### src/rtl/scp_pkg.sv
package scp_pkg;
  localparam int BYTE_W = 8;
  localparam int OP_W   = BYTE_W - 1;

  typedef enum logic [1:0] {FR_CMD, FR_DATA, FR_READ, FR_SKIP} frame_st_e;

  localparam logic [OP_W-1:0] OP_WR_CTRL = 7'd1;
  localparam logic [OP_W-1:0] OP_WR_MASK = 7'd2;
  localparam logic [OP_W-1:0] OP_WR_TX   = 7'd3;
  localparam logic [OP_W-1:0] OP_RD_STAT = 7'd8;
  localparam logic [OP_W-1:0] OP_RD_RX   = 7'd9;
  localparam logic [OP_W-1:0] OP_RD_CTRL = 7'd10;
  localparam logic [OP_W-1:0] OP_RD_MASK = 7'd11;

  function automatic logic op_is_write(input logic [OP_W-1:0] op);
    return (op == OP_WR_CTRL) || (op == OP_WR_MASK) || (op == OP_WR_TX);
  endfunction

  function automatic logic op_is_read(input logic [OP_W-1:0] op);
    return (op == OP_RD_STAT) || (op == OP_RD_RX) ||
           (op == OP_RD_CTRL) || (op == OP_RD_MASK);
  endfunction
endpackage

### src/rtl/scp_sync.sv
module scp_sync #(
  parameter int N = 3,
  parameter int STAGES = 2,
  parameter logic [N-1:0] RST_VAL = '0
) (
  input  logic         clk,
  input  logic         rst_n,
  input  logic [N-1:0] d,
  output logic [N-1:0] q
);
  logic [N-1:0] stg [STAGES];

  always_ff @(posedge clk or negedge rst_n) begin
    if (!rst_n) begin
      for (int i = 0; i < STAGES; i++) stg[i] <= RST_VAL;
    end else begin
      stg[0] <= d;
      for (int i = 1; i < STAGES; i++) stg[i] <= stg[i-1];
    end
  end

  assign q = stg[STAGES-1];
endmodule

### src/rtl/scp_frame.sv
module scp_frame import scp_pkg::*; (
  input  logic              clk,
  input  logic              rst_n,
  input  logic              sclk_s,
  input  logic              cs_n_s,
  input  logic              din_s,
  input  logic              addr_sel,
  input  logic [BYTE_W-1:0] rd_val,
  output logic              wr_stb,
  output logic [OP_W-1:0]   op,
  output logic [BYTE_W-1:0] wr_data,
  output logic              rd_take,
  output logic              reply_d,
  output logic              reply_en
);
  logic              sclk_q;
  logic [2:0]        bit_cnt;
  logic [BYTE_W-1:0] sh, reply_sh;
  logic              load_pend;
  frame_st_e         st;

  wire              rise      = sclk_s & ~sclk_q;
  wire              fall      = ~sclk_s & sclk_q;
  wire [BYTE_W-1:0] nb        = {sh[BYTE_W-2:0], din_s};
  wire              byte_done = rise & ~cs_n_s & (bit_cnt == 3'd7);

  // reply byte is captured on the falling edge after a read command
  assign rd_take = fall & ~cs_n_s & load_pend;
  assign reply_d = reply_sh[BYTE_W-1];

  always_ff @(posedge clk or negedge rst_n) begin
    if (!rst_n) begin
      sclk_q <= 1'b0; bit_cnt <= '0; sh <= '0; reply_sh <= '0;
      load_pend <= 1'b0; reply_en <= 1'b0; st <= FR_CMD;
      wr_stb <= 1'b0; op <= '0; wr_data <= '0;
    end else begin
      sclk_q <= sclk_s;
      wr_stb <= 1'b0;
      if (cs_n_s) begin
        bit_cnt <= '0; st <= FR_CMD; load_pend <= 1'b0;
        reply_en <= 1'b0; reply_sh <= '0;
      end else begin
        if (rise) begin
          sh      <= nb;
          bit_cnt <= bit_cnt + 3'd1;
        end
        if (byte_done) begin
          case (st)
            FR_CMD: begin
              if (nb[0] != addr_sel) st <= FR_SKIP;
              else if (op_is_write(nb[BYTE_W-1:1])) begin
                st <= FR_DATA; op <= nb[BYTE_W-1:1];
              end else if (op_is_read(nb[BYTE_W-1:1])) begin
                st <= FR_READ; op <= nb[BYTE_W-1:1]; load_pend <= 1'b1;
              end else st <= FR_SKIP;
            end
            FR_DATA: begin
              wr_stb <= 1'b1; wr_data <= nb; st <= FR_SKIP;
            end
            default: ;
          endcase
        end
        if (rd_take) begin
          reply_sh <= rd_val; reply_en <= 1'b1; load_pend <= 1'b0;
        end else if (fall && reply_en) begin
          reply_sh <= {reply_sh[BYTE_W-2:0], 1'b0};
        end
      end
    end
  end

  AST_REPLY_IDLE_HIZ: assert property (@(posedge clk) disable iff (!rst_n)
    cs_n_s |=> !reply_en);
  AST_WRITE_FULL_BYTE: assert property (@(posedge clk) disable iff (!rst_n)
    wr_stb |-> $past(byte_done));
  AST_SKIP_NO_REPLY: assert property (@(posedge clk) disable iff (!rst_n)
    (st == FR_SKIP) |-> !load_pend);
endmodule

### src/rtl/scp_status.sv
module scp_status #(
  parameter int NEVT = 6
) (
  input  logic            clk,
  input  logic            rst_n,
  input  logic [NEVT-1:0] evt,
  input  logic            clr,
  input  logic [NEVT-1:0] mask,
  output logic [NEVT-1:0] status,
  output logic            irq_pull
);
  always_ff @(posedge clk or negedge rst_n) begin
    if (!rst_n) status <= '0;
    else        status <= (clr ? '0 : status) | evt;
  end

  assign irq_pull = |(status & mask);

  AST_EVENT_SETS: assert property (@(posedge clk) disable iff (!rst_n)
    (evt != '0) |=> ((status & $past(evt)) == $past(evt)));
  AST_CLEAR_ON_READ: assert property (@(posedge clk) disable iff (!rst_n)
    (clr && evt == '0) |=> (status == '0));
endmodule

### src/rtl/scp_top.sv
module scp_top import scp_pkg::*; #(
  parameter int NEVT = 6,
  parameter int SYNC_STAGES = 2
) (
  input  logic              clk,
  input  logic              rst_n,
  input  logic              sclk_i,
  input  logic              cs_n_i,
  input  logic              cmd_i,
  input  logic              addr_sel_i,
  output logic              reply_d_o,
  output logic              reply_en_o,
  output logic              irq_pull_o,
  input  logic              wake_i,
  input  logic [NEVT-1:0]   evt_i,
  input  logic [BYTE_W-1:0] rx_data_i,
  output logic [BYTE_W-1:0] ctrl_o,
  output logic [BYTE_W-1:0] tx_data_o,
  output logic              pwr_save_o
);
  localparam int NSYNC = 3;

  logic [NSYNC-1:0]  pins_s;
  logic              wr_stb, rd_take;
  logic [OP_W-1:0]   op;
  logic [BYTE_W-1:0] wr_data, rd_val, ctrl_q, tx_q;
  logic [NEVT-1:0]   mask_q, status;

  scp_sync #(.N(NSYNC), .STAGES(SYNC_STAGES), .RST_VAL(3'b010)) u_sync (
    .clk(clk), .rst_n(rst_n), .d({sclk_i, cs_n_i, cmd_i}), .q(pins_s));

  scp_frame u_frame (
    .clk(clk), .rst_n(rst_n), .sclk_s(pins_s[2]), .cs_n_s(pins_s[1]),
    .din_s(pins_s[0]), .addr_sel(addr_sel_i), .rd_val(rd_val),
    .wr_stb(wr_stb), .op(op), .wr_data(wr_data), .rd_take(rd_take),
    .reply_d(reply_d_o), .reply_en(reply_en_o));

  scp_status #(.NEVT(NEVT)) u_status (
    .clk(clk), .rst_n(rst_n), .evt(evt_i),
    .clr(rd_take && (op == OP_RD_STAT)), .mask(mask_q),
    .status(status), .irq_pull(irq_pull_o));

  always_ff @(posedge clk or negedge rst_n) begin
    if (!rst_n) begin
      ctrl_q <= '0; mask_q <= '0; tx_q <= '0;
    end else if (wr_stb) begin
      if (op == OP_WR_CTRL) ctrl_q <= wr_data;
      if (op == OP_WR_MASK) mask_q <= wr_data[NEVT-1:0];
      if (op == OP_WR_TX)   tx_q   <= wr_data;
    end
  end

  always_comb begin
    rd_val = '0;
    case (op)
      OP_RD_STAT: rd_val[NEVT-1:0] = status;
      OP_RD_RX:   rd_val = rx_data_i;
      OP_RD_CTRL: rd_val = ctrl_q;
      OP_RD_MASK: rd_val[NEVT-1:0] = mask_q;
      default:    rd_val = '0;
    endcase
  end

  assign ctrl_o     = ctrl_q;
  assign tx_data_o  = tx_q;
  assign pwr_save_o = wake_i & ctrl_q[0];

  AST_PSAVE_RELEASE: assert property (@(posedge clk) disable iff (!rst_n)
    $fell(pwr_save_o) |-> (!wake_i || !ctrl_q[0]));
endmodule

### config.mk
export PLATFORM = sky130hd
export DESIGN_NAME = scp_top
export DESIGN_NICKNAME = d
export VERILOG_FILES = /design/src/rtl/scp_pkg.sv /design/src/rtl/scp_sync.sv /design/src/rtl/scp_frame.sv /design/src/rtl/scp_status.sv /design/src/rtl/scp_top.sv
export SDC_FILE = /design/constraint.sdc
export NUM_CORES = 1
export LEC_CHECK = 0
export BUFFER_PORTS_ARGS = -buffer_cell sky130_fd_sc_hd__buf_2
export CORE_ASPECT_RATIO = 0.6
export CORE_MARGIN = 2
export CORE_UTILIZATION = 61
export DETAILED_ROUTE_END_ITERATION = 12
export PLACE_DENSITY = 0.91
export SKIP_CTS_REPAIR_TIMING = 1
export SYNTH_ARGS = -nofsm -noshare
export SYNTH_HDL_FRONTEND = slang
export SYNTH_HIERARCHICAL = 1
export SYNTH_SLANG_ARGS = --single-unit
### constraint.sdc
create_clock -name clk -period 3 [get_ports clk]
set_input_delay 0.45 -clock clk [delete_from_list [all_inputs] [get_ports clk]]
set_output_delay 0.45 -clock clk [all_outputs]
set_load 0.01 [all_outputs]
# ---- After elaboration in Yosys (flattened, before gate mapping)
# Index checks and enable logic that the tools add are counted.
dict set report word_totals {
  rom_bits 0
  register_bits 73
  mem_bits_rw 0
  out_inout_bits 20
  latch_bits 0
  mem_count 0
}
dict set report op_classes {
  div_mod_pow 0
  bitwise 13
  n_reduce_logical 26
  addsub 1
  n_mux 28
  eq_ne 19
  n_shift 0
  n_lt_le_gt_ge 0
  mul 0
}
# op count
set op_table {}
lappend op_table {{$eq A7 B4 Y1 const B} 8}
lappend op_table {{$eq A7 B2 Y1 const B} 4}
lappend op_table {{$mux W8} 3}
lappend op_table {{$pmux W6 S4} 1}
lappend op_table {{$reduce_bool A3 Y1} 5}
lappend op_table {{$eq A7 B1 Y1 const B} 2}
lappend op_table {{$mux W7} 2}
lappend op_table {{$mux W1} 13}
lappend op_table {{$reduce_and A2 Y1} 5}
lappend op_table {{$reduce_and A5 Y1} 2}
lappend op_table {{$mux W2} 4}
lappend op_table {{$pmux W2 S2} 2}
lappend op_table {{$reduce_bool A2 Y1} 4}
lappend op_table {{$and A1 B1 Y1} 7}
lappend op_table {{$and A6 B6 Y6} 1}
lappend op_table {{$mux W3} 2}
lappend op_table {{$mux W6} 1}
lappend op_table {{$ne A3 B3 Y1 const B} 2}
lappend op_table {{$or A6 B6 Y6} 1}
lappend op_table {{$reduce_or A6 Y1} 1}
lappend op_table {{$logic_or A1 B1 Y1} 5}
lappend op_table {{$not A1 Y1} 4}
lappend op_table {{$add A3 B1 Y3 const B} 1}
lappend op_table {{$eq A3 B3 Y1 const B} 1}
lappend op_table {{5 further kinds} 6}

# ---- Depth between registers and ports, before layout
# Gate-level depths: netlist (run 1).
dict set report depth {
  word_depth 11
  mapped_depth 7
  ltp_nobuf 6
}

# ---- Cells and area by module
# Netlist (run 1), hierarchy kept.
# mod area_each_um2 cells_each n_inst
set modules_own_cells {}
lappend modules_own_cells {scp_frame 1602.8 121 1}
lappend modules_own_cells {scp_top 1107.3 72 1}
lappend modules_own_cells {scp_status 226.5 17 1}
lappend modules_own_cells {scp_sync 175.2 9 1}

# ---- Least setup slack after synthesis (run 1)
# OpenSTA, ideal clock, no wires.
dict set report synth_path {
  kind {reg-to-reg}
  start {reg u_sync.stg (netlist bit u_sync/q[2])}
  end {reg u_status.status[3]}
  t_arrival_ns 1.643
  synth_period_minus_slack_ns 1.761
  required_ns 2.882
  setup_time_ns 0.118
  slack_ns 1.239
  path_stages_with_launch 8
  path_cell_list {dfrtp_1 > buf_4 > nor2b_1 > nand2_1 > nor2_1 > nor4b_1 > inv_2 > a21o_1}
}
dict set report synth_between {
  elab_chain_cells 7
}
# element line
set synth_lines {}
lappend synth_lines {{start: declaration} scp_sync.sv:11} ;# logic [N-1:0] stg [STAGES];
lappend synth_lines {{$not A1 Y1} scp_frame.sv:23} ;# wire fall = ~sclk_s & sclk_q;
lappend synth_lines {{$and A1 B1 Y1} scp_frame.sv:23}
lappend synth_lines {{$and A1 B1 Y1 (2 in series)} scp_frame.sv:28} ;# assign rd_take = fall & ~cs_n_s & load_pend;
lappend synth_lines {{net rd_take} scp_top.sv:24} ;# logic wr_stb, rd_take;
lappend synth_lines {{$logic_and A1 B1 Y1} scp_top.sv:40} ;# .clr(rd_take && (op == OP_RD_STAT)), .mask(mask_q),
lappend synth_lines {{$mux W6} scp_status.sv:14} ;# else status <= (clr ? '0 : status) | evt;
lappend synth_lines {{$or A6 B6 Y6} scp_status.sv:14}
lappend synth_lines {{end signal: assignment} scp_status.sv:14}
lappend synth_lines {{end: declaration} scp_status.sv:9} ;# output logic [NEVT-1:0] status,
# The timed path passes the listed nets, and every way through them passes these cells.
# A chain may end at the register's enable or synchronous reset.

# ---- Worst setup path after layout (run 1)
# Same ends and word-level chain as after synthesis.

==> results.cfg, run 1 <==
[yosys]
ys_async_sr_fraction = 1.00
ys_warn_count = 6
postSynthCellCount = 219
avgSynthCellArea_um2 = 14.2
synth.net_count = 242
syn_area_mm2 = 0.00311
synth_cell_types = 39
ys_seq_elements = 73
ys_seq_area_frac = 0.588
synth_edf_count = 0
synthFlopType = dfrtp_1

[timing]
period_share = 0.680
hold_viol = 0
finalCriticalPeriod_ns = 2.04
slew_violations = 0
fmax_ghz = 0.491
clock_skew_ns = 0.00716
setup_viol = 0
tns_ns = 0
tightest_slew_ns = 0.875
slew_headroom = 0.417
rsz0062_at_grt = false

[placement]
dp_hpwl_um = 4280
port_buffers = 40
routabilityCongestion = 0.770
place_area_mm2 = 0.00336

[worst_setup_path]
cp-end-kind = flip-flop
reg2regPathDepth = 6
worstPathRequired_ns = 3.23
worstSetupPathType = reg -> reg
worstPathMaxFanout = 10
r2r-end = u_status/status[3]
start_kind = flip-flop
r2r_slack_ns = 0.96
r2r-start = u_sync/q[2]
cp.arrival_ns = 2.27

[floorplan]
die_x_um = 96.2
die_y_um = 59.3
io_pins = 41
die_area_mm2 = 0.00571
core_area_mm2 = 0.00498
start_util = 0.625
row_count = 20

[power]
p_sw_frac = 0.228
p_int_mw = 1.57
seq_power_share = 0.535
switching_power_mw = 0.464
share_comb_of_total_power = 0.054
powerDensity_mw_per_mm2 = 569
pwr-share-clk = 0.411
max-vdd-ir-drop_v = 0.000320
power_leakage_nw = 1.84

[cts]
cts_tree = done
clock-sinks = 73
htreeDepth = 3
clockBufferDepth = 2
cts_root_buffer = clkbuf_8
cts_made_buffers = 9
clk_latency_ns = 0.35
clk_pin_slew_ns = 0.07

[detailed_routing]
route.detailed.drc = 0
wire_per_inst_um = 18.1
via_per_inst = 5.71
num_vias = 1913
ant_nets = 0
dr.pass1.iters = 4
drtIter0Drc = 103
wl_um = 6080

[min_path]
whs_path_depth = 1
hold-path-endpoint = u_sync/stg[4]
hold_path.class = in -> reg
min_from = cs_n_i

[cells_and_area]
fin_nets = 287
diodes = 0
seq_area_mm2 = 0.00183
multiInputGateArea_mm2 = 0.00122
nFillCells = 334
drive_gt1_frac = 0.439
fin_area_mm2 = 0.00358
area_growth_pct = 15.0

[status]
status = complete, no violations

[global_routing]
grt_antenna_before_repair = 0
grt_max_degree = 74
grt_pass1_wl_um = 9780
grt-ovfl-total = 0
grt_pass1_vias = 1945
track_usage = 0.242

[run]
drv_cap = 0
[layer usage]
layer  part of all wire  global-route usage  vias up
li1                   -                   -      877
met3              0.062              0.0992        4
met5                  0                   0        -
met4             0.0056              0.0571        0
met2               0.47               0.368       63
met1               0.46               0.330      969
[final cells by class]
cell class | instances | share of cell area
flip-flops and latches | 73 | 0.511
multi-input cells | 134 | 0.341
repair buffers | 41 | 0.0580
clock buffers | 11 | 0.0395
well taps | 66 | 0.0231
clock inverters | 5 | 0.0224
inverters | 5 | 0.00524
[cell usage in the layout, fill, tap and decap left out, drive strengths merged, types with 4 or more instances in the layout]
| cell | instances |
|---|---|
| nor2 | 9 |
| nand2 | 10 |
| clkbuf | 11 |
| buf | 41 |
| mux4 | 6 |
| nor2b | 5 |
| o21ai | 7 |
| a22oi | 5 |
| a21o | 6 |
| and3 | 6 |
| dfrtp | 71 |
| mux2 | 40 |
| inv | 5 |
| mux2i | 9 |
| nand3 | 4 |
[logic make-up after synthesis]
logic type	after synthesis	share of synthesized area
adders and majority gates	2	0.00804
and+or+nand+nor	51	0.111
muxes	55	0.217
AOI/OAI and AO/OA	24	0.0507
xor gates and xnor gates	2	0.00563
DFF	73	0.588
buffers and inverters	12	0.0201
[flip-flops by register name, summed over array words and instances (netlist names), 2 cells and up]
signal / cells
u_frame/st: 2
mask_q: 6
u_sync/q: 3
u_frame/op: 7
u_status/status: 6
u_frame/reply_sh: 8
ctrl_o: 8
u_frame/wr_data: 8
tx_data_o: 8
u_frame/sh: 7
u_frame/bit_cnt: 3
u_sync/stg: 3
[stage by stage]
step	cells	power, mW	hold WS (ns)	util	worst slack (ns)
floorplan	219	1.15	0.154	-	1.24
global placement	319	1.21	0.335	0.674	1.16
detailed placement	319	1.22	0.339	0.674	1.01
CTS	335	2.06	0.173	0.719	0.985
global route	335	2.11	0.172	0.719	0.822
finish	335	2.04	0.198	0.719	0.961
[synthesized netlist by cell type (2+ instances only)]
master | n | area, um2
nand2_1 | 10 | 37.5
nor4_1 | 2 | 12.5
and2b_1 | 3 | 22.5
dfstp_2 | 2 | 52.6
buf_4 | 4 | 30.0
nand3_1 | 3 | 15.0
a21o_1 | 6 | 45.0
and3_2 | 6 | 45.0
nor2_1 | 9 | 33.8
mux4_2 | 6 | 135
dfrtp_1 | 71 | 1780
a21oi_1 | 3 | 15.0
mux2i_1 | 9 | 90.1
o21ai_0 | 7 | 35.0
buf_2 | 2 | 10.0
inv_1 | 4 | 15.0
nor3_1 | 2 | 10.0
a22oi_1 | 5 | 37.5
nor2b_1 | 5 | 31.3
ha_1 | 2 | 25.0
mux2_2 | 40 | 450
[how the worst max path moves through the flow]
stage / start / end
floorplan: u_sync/q[2] / u_status/status[3]
detailed placement: u_sync/q[2] / u_status/status[3]
finish: u_sync/q[2] / u_status/status[3]
global route: u_sync/q[2] / u_status/status[3]
global placement: u_frame/sclk_q / u_frame/op[3]
CTS: u_sync/q[2] / u_status/status[3]
[power groups by stage]
stage                     combinational (mW)  sequential (mW)  clock [mW]
after global routing                   0.124             1.09       0.889
after floorplan                       0.0730             1.08           0
after CTS                              0.113             1.09       0.858
after global placement                 0.106             1.10           0
after detailed placement               0.113             1.10           0
final                                  0.110             1.09       0.837
[critical path, cell delays in order, from the launching register on]
cell and delay, ns:
dfrtp_1 0.41, nor2b_1 0.23, nand2_1 0.37, nor2_1 0.26
nor4b_1 0.32, inv_2 0.13, a21o_1 0.21
No activity file was read; power rests on OpenSTA's default activity.
==> inputs of run 2 (changes only) <==
Settings changed: CORE_UTILIZATION 61 to 51, PLACE_DENSITY 0.91 to 0.82.
Clock period 3 ns to 1.7 ns, I/O delays scaled along.
==> run 2 against run 1 <==
The run now ends with setup timing left. Hold slack worse by 0.11 ns. Register-to-register slack worse by 1.0 ns. Via count is 6.8% higher. Clock-buffer cell count stayed put. Core utilization is 1.9 points lower. First-iteration DRC count is 60% lower. Clock power is 70% higher. Critical endpoint is now u_frame/op[3].
==> results.cfg, run 2 (synthesis results as in run 1) <==
[global_routing]
grt_antenna_before_repair = 0
grt_max_degree = 35
grt_pass1_wl_um = 10800
track_usage = 0.211
grt_pass1_vias = 2121
grt-ovfl-total = 0

[status]
status = finished, violations left
violations = setup timing

[cells_and_area]
drive_gt1_frac = 0.530
fin_nets = 322
final_cell_mix = dfrtp_1, buf_2, mux2_2, buf_4, clkbuf_8
fin_area_mm2 = 0.00401
area_growth_pct = 28.8
nFillCells = 416
final_common_cell = dfrtp_1
diodes = 0

[timing]
finalCriticalPeriod_ns = 1.74
worst_hold_slack_ns = 0.0886
period_share = 1.02
slew_violations = 0
setup_viol = 3
fmax_ghz = 0.575
clock_skew_ns = 0.00631
hold_viol = 0
slew_headroom = 0.662
rsz0062_at_grt = true
setup_ws_ns = -0.0383
tightest_slew_ns = 0.506

[cts]
cts_made_buffers = 9
cts_tree = done
clk_pin_slew_ns = 0.08
clockBufferDepth = 2
htreeDepth = 3
clk_latency_ns = 0.34
clock-sinks = 73
cts_root_buffer = clkbuf_8

[floorplan]
die_x_um = 105
row_count = 21
core_area_mm2 = 0.00573
io_pins = 41
start_util = 0.543
die_area_mm2 = 0.00676
die_y_um = 64.5

[detailed_routing]
wire_per_inst_um = 16.9
wl_um = 6510
via_per_inst = 5.32
drtIter0Drc = 41
route.detailed.drc = 0
ant_nets = 0
dr.pass1.iters = 4
num_vias = 2043

[worst_setup_path]
cp.arrival_ns = 1.96
cp-end-kind = flip-flop
r2r-start = u_frame/sh[5]
r2r-end = u_frame/op[3]
crit_start = u_frame/sh[5]
worstPathMaxFanout = 4
r2r_slack_ns = -0.04
endpoint = u_frame/op[3]
worstSetupPathType = reg -> reg
reg2regPathDepth = 5
worstPathRequired_ns = 1.92
start_kind = flip-flop

[placement]
place_area_mm2 = 0.00361
port_buffers = 40
dp_hpwl_um = 4700
routabilityCongestion = 0.823

[power]
power_leakage_nw = 2.04
max-vdd-ir-drop_v = 0.000794
powerDensity_mw_per_mm2 = 918

[run]
drv_cap = 0

[min_path]
hold_path.class = in -> reg
-- run 2: changes by cell type in the layout (fill, tap and decap cells not counted), sizes merged --
cell         change
bufinv           -1
dlygate4sd3      +4
inv              +1
buf             +31
-- run 2: where the power goes --
part | internal [mW] | switching [mW]
sequential | 1.82 | 0.0710
clock | 0.765 | 0.651
combinational | 0.201 | 0.174
total | 2.78 | 0.896
-- run 2: routing by layer --
metal	track usage	wire (um)
met1	0.285	2990
met2	0.319	3010
met3	0.0755	381
met4	0.0733	124
met5	0	0
-- run 2: critical path, stage by stage (launching register included) --
cell,delay [ns]
dfrtp_1,0.40
nor4_2,0.34
nand3b_1,0.20
nor3b_4,0.23
buf_6,0.15
mux2_4,0.30
-- run 2: worst min-delay path by stage --
| stage | start | endpoint | slack, ns | depth (start not counted) |
|---|---|---|---|---|
| 6_report | evt_i[3] | u_status/status[3] | 0.09 | 2 |
| 5_1_grt | evt_i[4] | u_status/status[4] | 0.08 | 2 |
| 4_1_cts | rst_n | u_status/status[0] | -0.16 | 1 |
| 3_5_place_dp | rst_n | u_status/status[5] | 0.20 | 1 |
| 3_3_place_gp | rst_n | u_status/status[2] | 0.20 | 1 |
| 2_1_floorplan | rst_n | ctrl_o[0] | -0.04 | 0 |
-- run 2: metrics by stage --
stage               utilization  setup WS, ns  instances  total power [mW]  TNS [ns]
floorplan                     -       -0.0301        219              2.04   -0.0902
global placement          0.630        0.0105        355              2.24         0
detailed placement        0.630       -0.0622        355              2.25    -0.816
CTS                       0.667       -0.0833        371              3.67     -1.22
global route              0.700        -0.113        384              3.84    -0.888
finish                    0.700       -0.0383        384              3.68   -0.0864
-- run 2: cell type report --
cell class	instances	area, um2	share of cell area
Tap cell	80	100	0.0250
Clock inverter	5	62.6	0.0156
Clock buffer	11	151	0.0378
Multi-Input combinational cell	134	1310	0.326
Timing Repair Buffer	76	538	0.134
Sequential cell	73	1830	0.457
Inverter	5	18.8	0.00468
==> inputs of run 3 (changes only) <==
Settings changed: SYNTH_HIERARCHICAL 1 to unset.
==> run 3 against run 2 <==
Global-route usage rose by 0.44 points. First-iteration DRC count increased by 120%. Core utilization decreased by 6.2 points. The flow still finishes with violations (setup timing). Critical endpoint is now ctrl_o[2]. Maximum frequency increased by 0.48%. Register-to-register slack is essentially flat. Hold slack worse by 0.0020 ns. Final cell count down 2.3%. Clock-buffer cell count is 1 higher.
==> results.cfg, run 3 <==
[yosys]
ys_async_sr_fraction = 1.00
synth_edf_count = 0
synth_top_area_cell = dfrtp_1
synth_commonest_cells = dfrtp_1, mux2_2, a21o_1, o21ai_0, nor2_1
ys_seq_area_frac = 0.587
postSynthCellCount = 227
synth_cell_types = 41
synthFlopType = dfrtp_1
avgSynthCellArea_um2 = 13.7
synthTopCellsByArea = dfrtp_1, mux2_2, mux4_2, a21o_1, o21ai_0
ys_warn_count = 0
synth.net_count = 250
synth_top_area_share = 0.570
synth_most_common_cell = dfrtp_1
ys_seq_elements = 73
syn_area_mm2 = 0.00312

[worst_setup_path]
crit_start = u_frame.op[6]
cp-end-kind = flip-flop
worstPathMaxFanout = 8
r2r-end = ctrl_o[2]
r2r_slack_ns = -0.03
worstPathRequired_ns = 1.93
start_kind = flip-flop
r2r-start = u_frame.op[6]
worstSetupPathType = reg -> reg
reg2regPathDepth = 4
cp.arrival_ns = 1.96
endpoint = ctrl_o[2]

[timing]
slew_violations = 0
slew_headroom = 0.676
period_share = 1.02
setup_viol = 14
setup_ws_ns = -0.0300
hold_viol = 0
rsz0062_at_grt = true
fmax_ghz = 0.578
tightest_slew_ns = 0.482
clock_skew_ns = 0.00715
finalCriticalPeriod_ns = 1.73

[cts]
clockBufferDepth = 2
clk_latency_ns = 0.35
cts_tree = done
clock-sinks = 73
htreeDepth = 3
cts_root_buffer = clkbuf_8
clk_pin_slew_ns = 0.07
cts_made_buffers = 9

[floorplan]
io_pins = 41
start_util = 0.520
die_y_um = 64.6
row_count = 22
core_area_mm2 = 0.00600
die_x_um = 105
die_area_mm2 = 0.00678

[cells_and_area]
final_cell_mix = dfrtp_1, buf_2, mux2_2
final_common_cell = dfrtp_1
fin_nets = 310
diodes = 0
area_growth_pct = 22.7
drive_gt1_frac = 0.436
fin_util = 0.638

[detailed_routing]
route.detailed.drc = 0
via_per_inst = 5.41
drtIter0Drc = 89
ant_nets = 0
num_vias = 2030
wl_um = 6620
dr.pass1.iters = 4
wire_per_inst_um = 17.7

[global_routing]
grt_use_met1 = 0.305
grt-ovfl-total = 0
grt_pass1_wl_um = 10700
busiest_layer = met1
grt_antenna_before_repair = 0
track_usage = 0.215
use_met3 = 0.103
met2_usage = 0.295
grt_pass1_vias = 2067
grt_max_degree = 74

[power]
powerDensity_mw_per_mm2 = 953
power_leakage_nw = 1.92
max-vdd-ir-drop_v = 0.000655
power_mw = 3.64

[placement]
port_buffers = 40
dp_hpwl_um = 4490
routabilityCongestion = 0.815

[min_path]
hold_path.class = in -> reg

[status]
status = finished, violations left
violations = setup timing

[run]
drv_cap = 0
==> run 3: cell count changes after synthesis, moves of 5 or more <==
cell / delta
a21o_1: +6
mux2_2: -5
o21ai_0: +5
and3_2: -6
mux2i_1: -5
==> run 3: worst max-delay path, stage by stage (launching register included) <==
cell	delay, ns
dfrtp_1	0.42
nor4_4	0.30
and3b_2	0.26
nand3b_2	0.27
mux2_2	0.37
==> run 3: worst min-delay path by stage <==
stage	startpoint	to	slack [ns]	cells after the start
detailed placement	rst_n	u_sync.stg[5]	0.31	2
CTS	rst_n	mask_q[5]	-0.07	2
finish	evt_i[2]	u_status.status[2]	0.09	2
floorplan	rst_n	ctrl_o[0]	-0.04	0
global route	evt_i[3]	u_status.status[3]	0.07	2
global placement	rst_n	u_sync.stg[5]	0.30	2
==> run 3: per-layer routing <==
layer,part of all wire,up-vias
met2,0.42,66
met3,0.082,8
met5,0,-
li1,-,938
met4,0.012,0
met1,0.49,1018
==> run 3: final cells by class <==
type                            count  area [um2]
Multi-Input combinational cell    142        1320
Sequential cell                    73        1830
Inverter                            4        15.0
Timing Repair Buffer               57         350
Clock inverter                      3        65.1
Tap cell                           84         105
Clock buffer                       12         145
Fill cell                         485        2170
==> run 3: cell families (layout without fill, tap and decap cells) <==
logic type	Yosys count	in the layout	share of synthesized area
AOI/OAI and AO/OA	43	43	0.0907
adders and majority gates	2	2	0.00802
muxes	45	45	0.183
buffers and inverters	12	76	0.0181
xor gates and xnor gates	2	2	0.00562
DFF	73	73	0.587
and+or+nand+nor	50	50	0.108
==> run 3: where the power goes <==
group,internal (mW),switching (mW)
combinational,0.133,0.144
sequential,1.81,0.100
clock,0.857,0.597
==> run 3: through the flow <==
stage | worst slack [ns] | setup TNS, ns | instances | hold WS [ns] | cell area [um2]
after CTS | -0.0723 | -0.868 | 369 | -0.0727 | 3700
after floorplan | 0.0648 | 0 | 227 | -0.0406 | 3120
after global placement | 0.00718 | 0 | 354 | 0.303 | 3490
after detailed placement | -0.0565 | -0.462 | 354 | 0.309 | 3490
after global routing | -0.0667 | -0.872 | 375 | 0.0710 | 3830
final | -0.0300 | -0.159 | 375 | 0.0866 | 3830
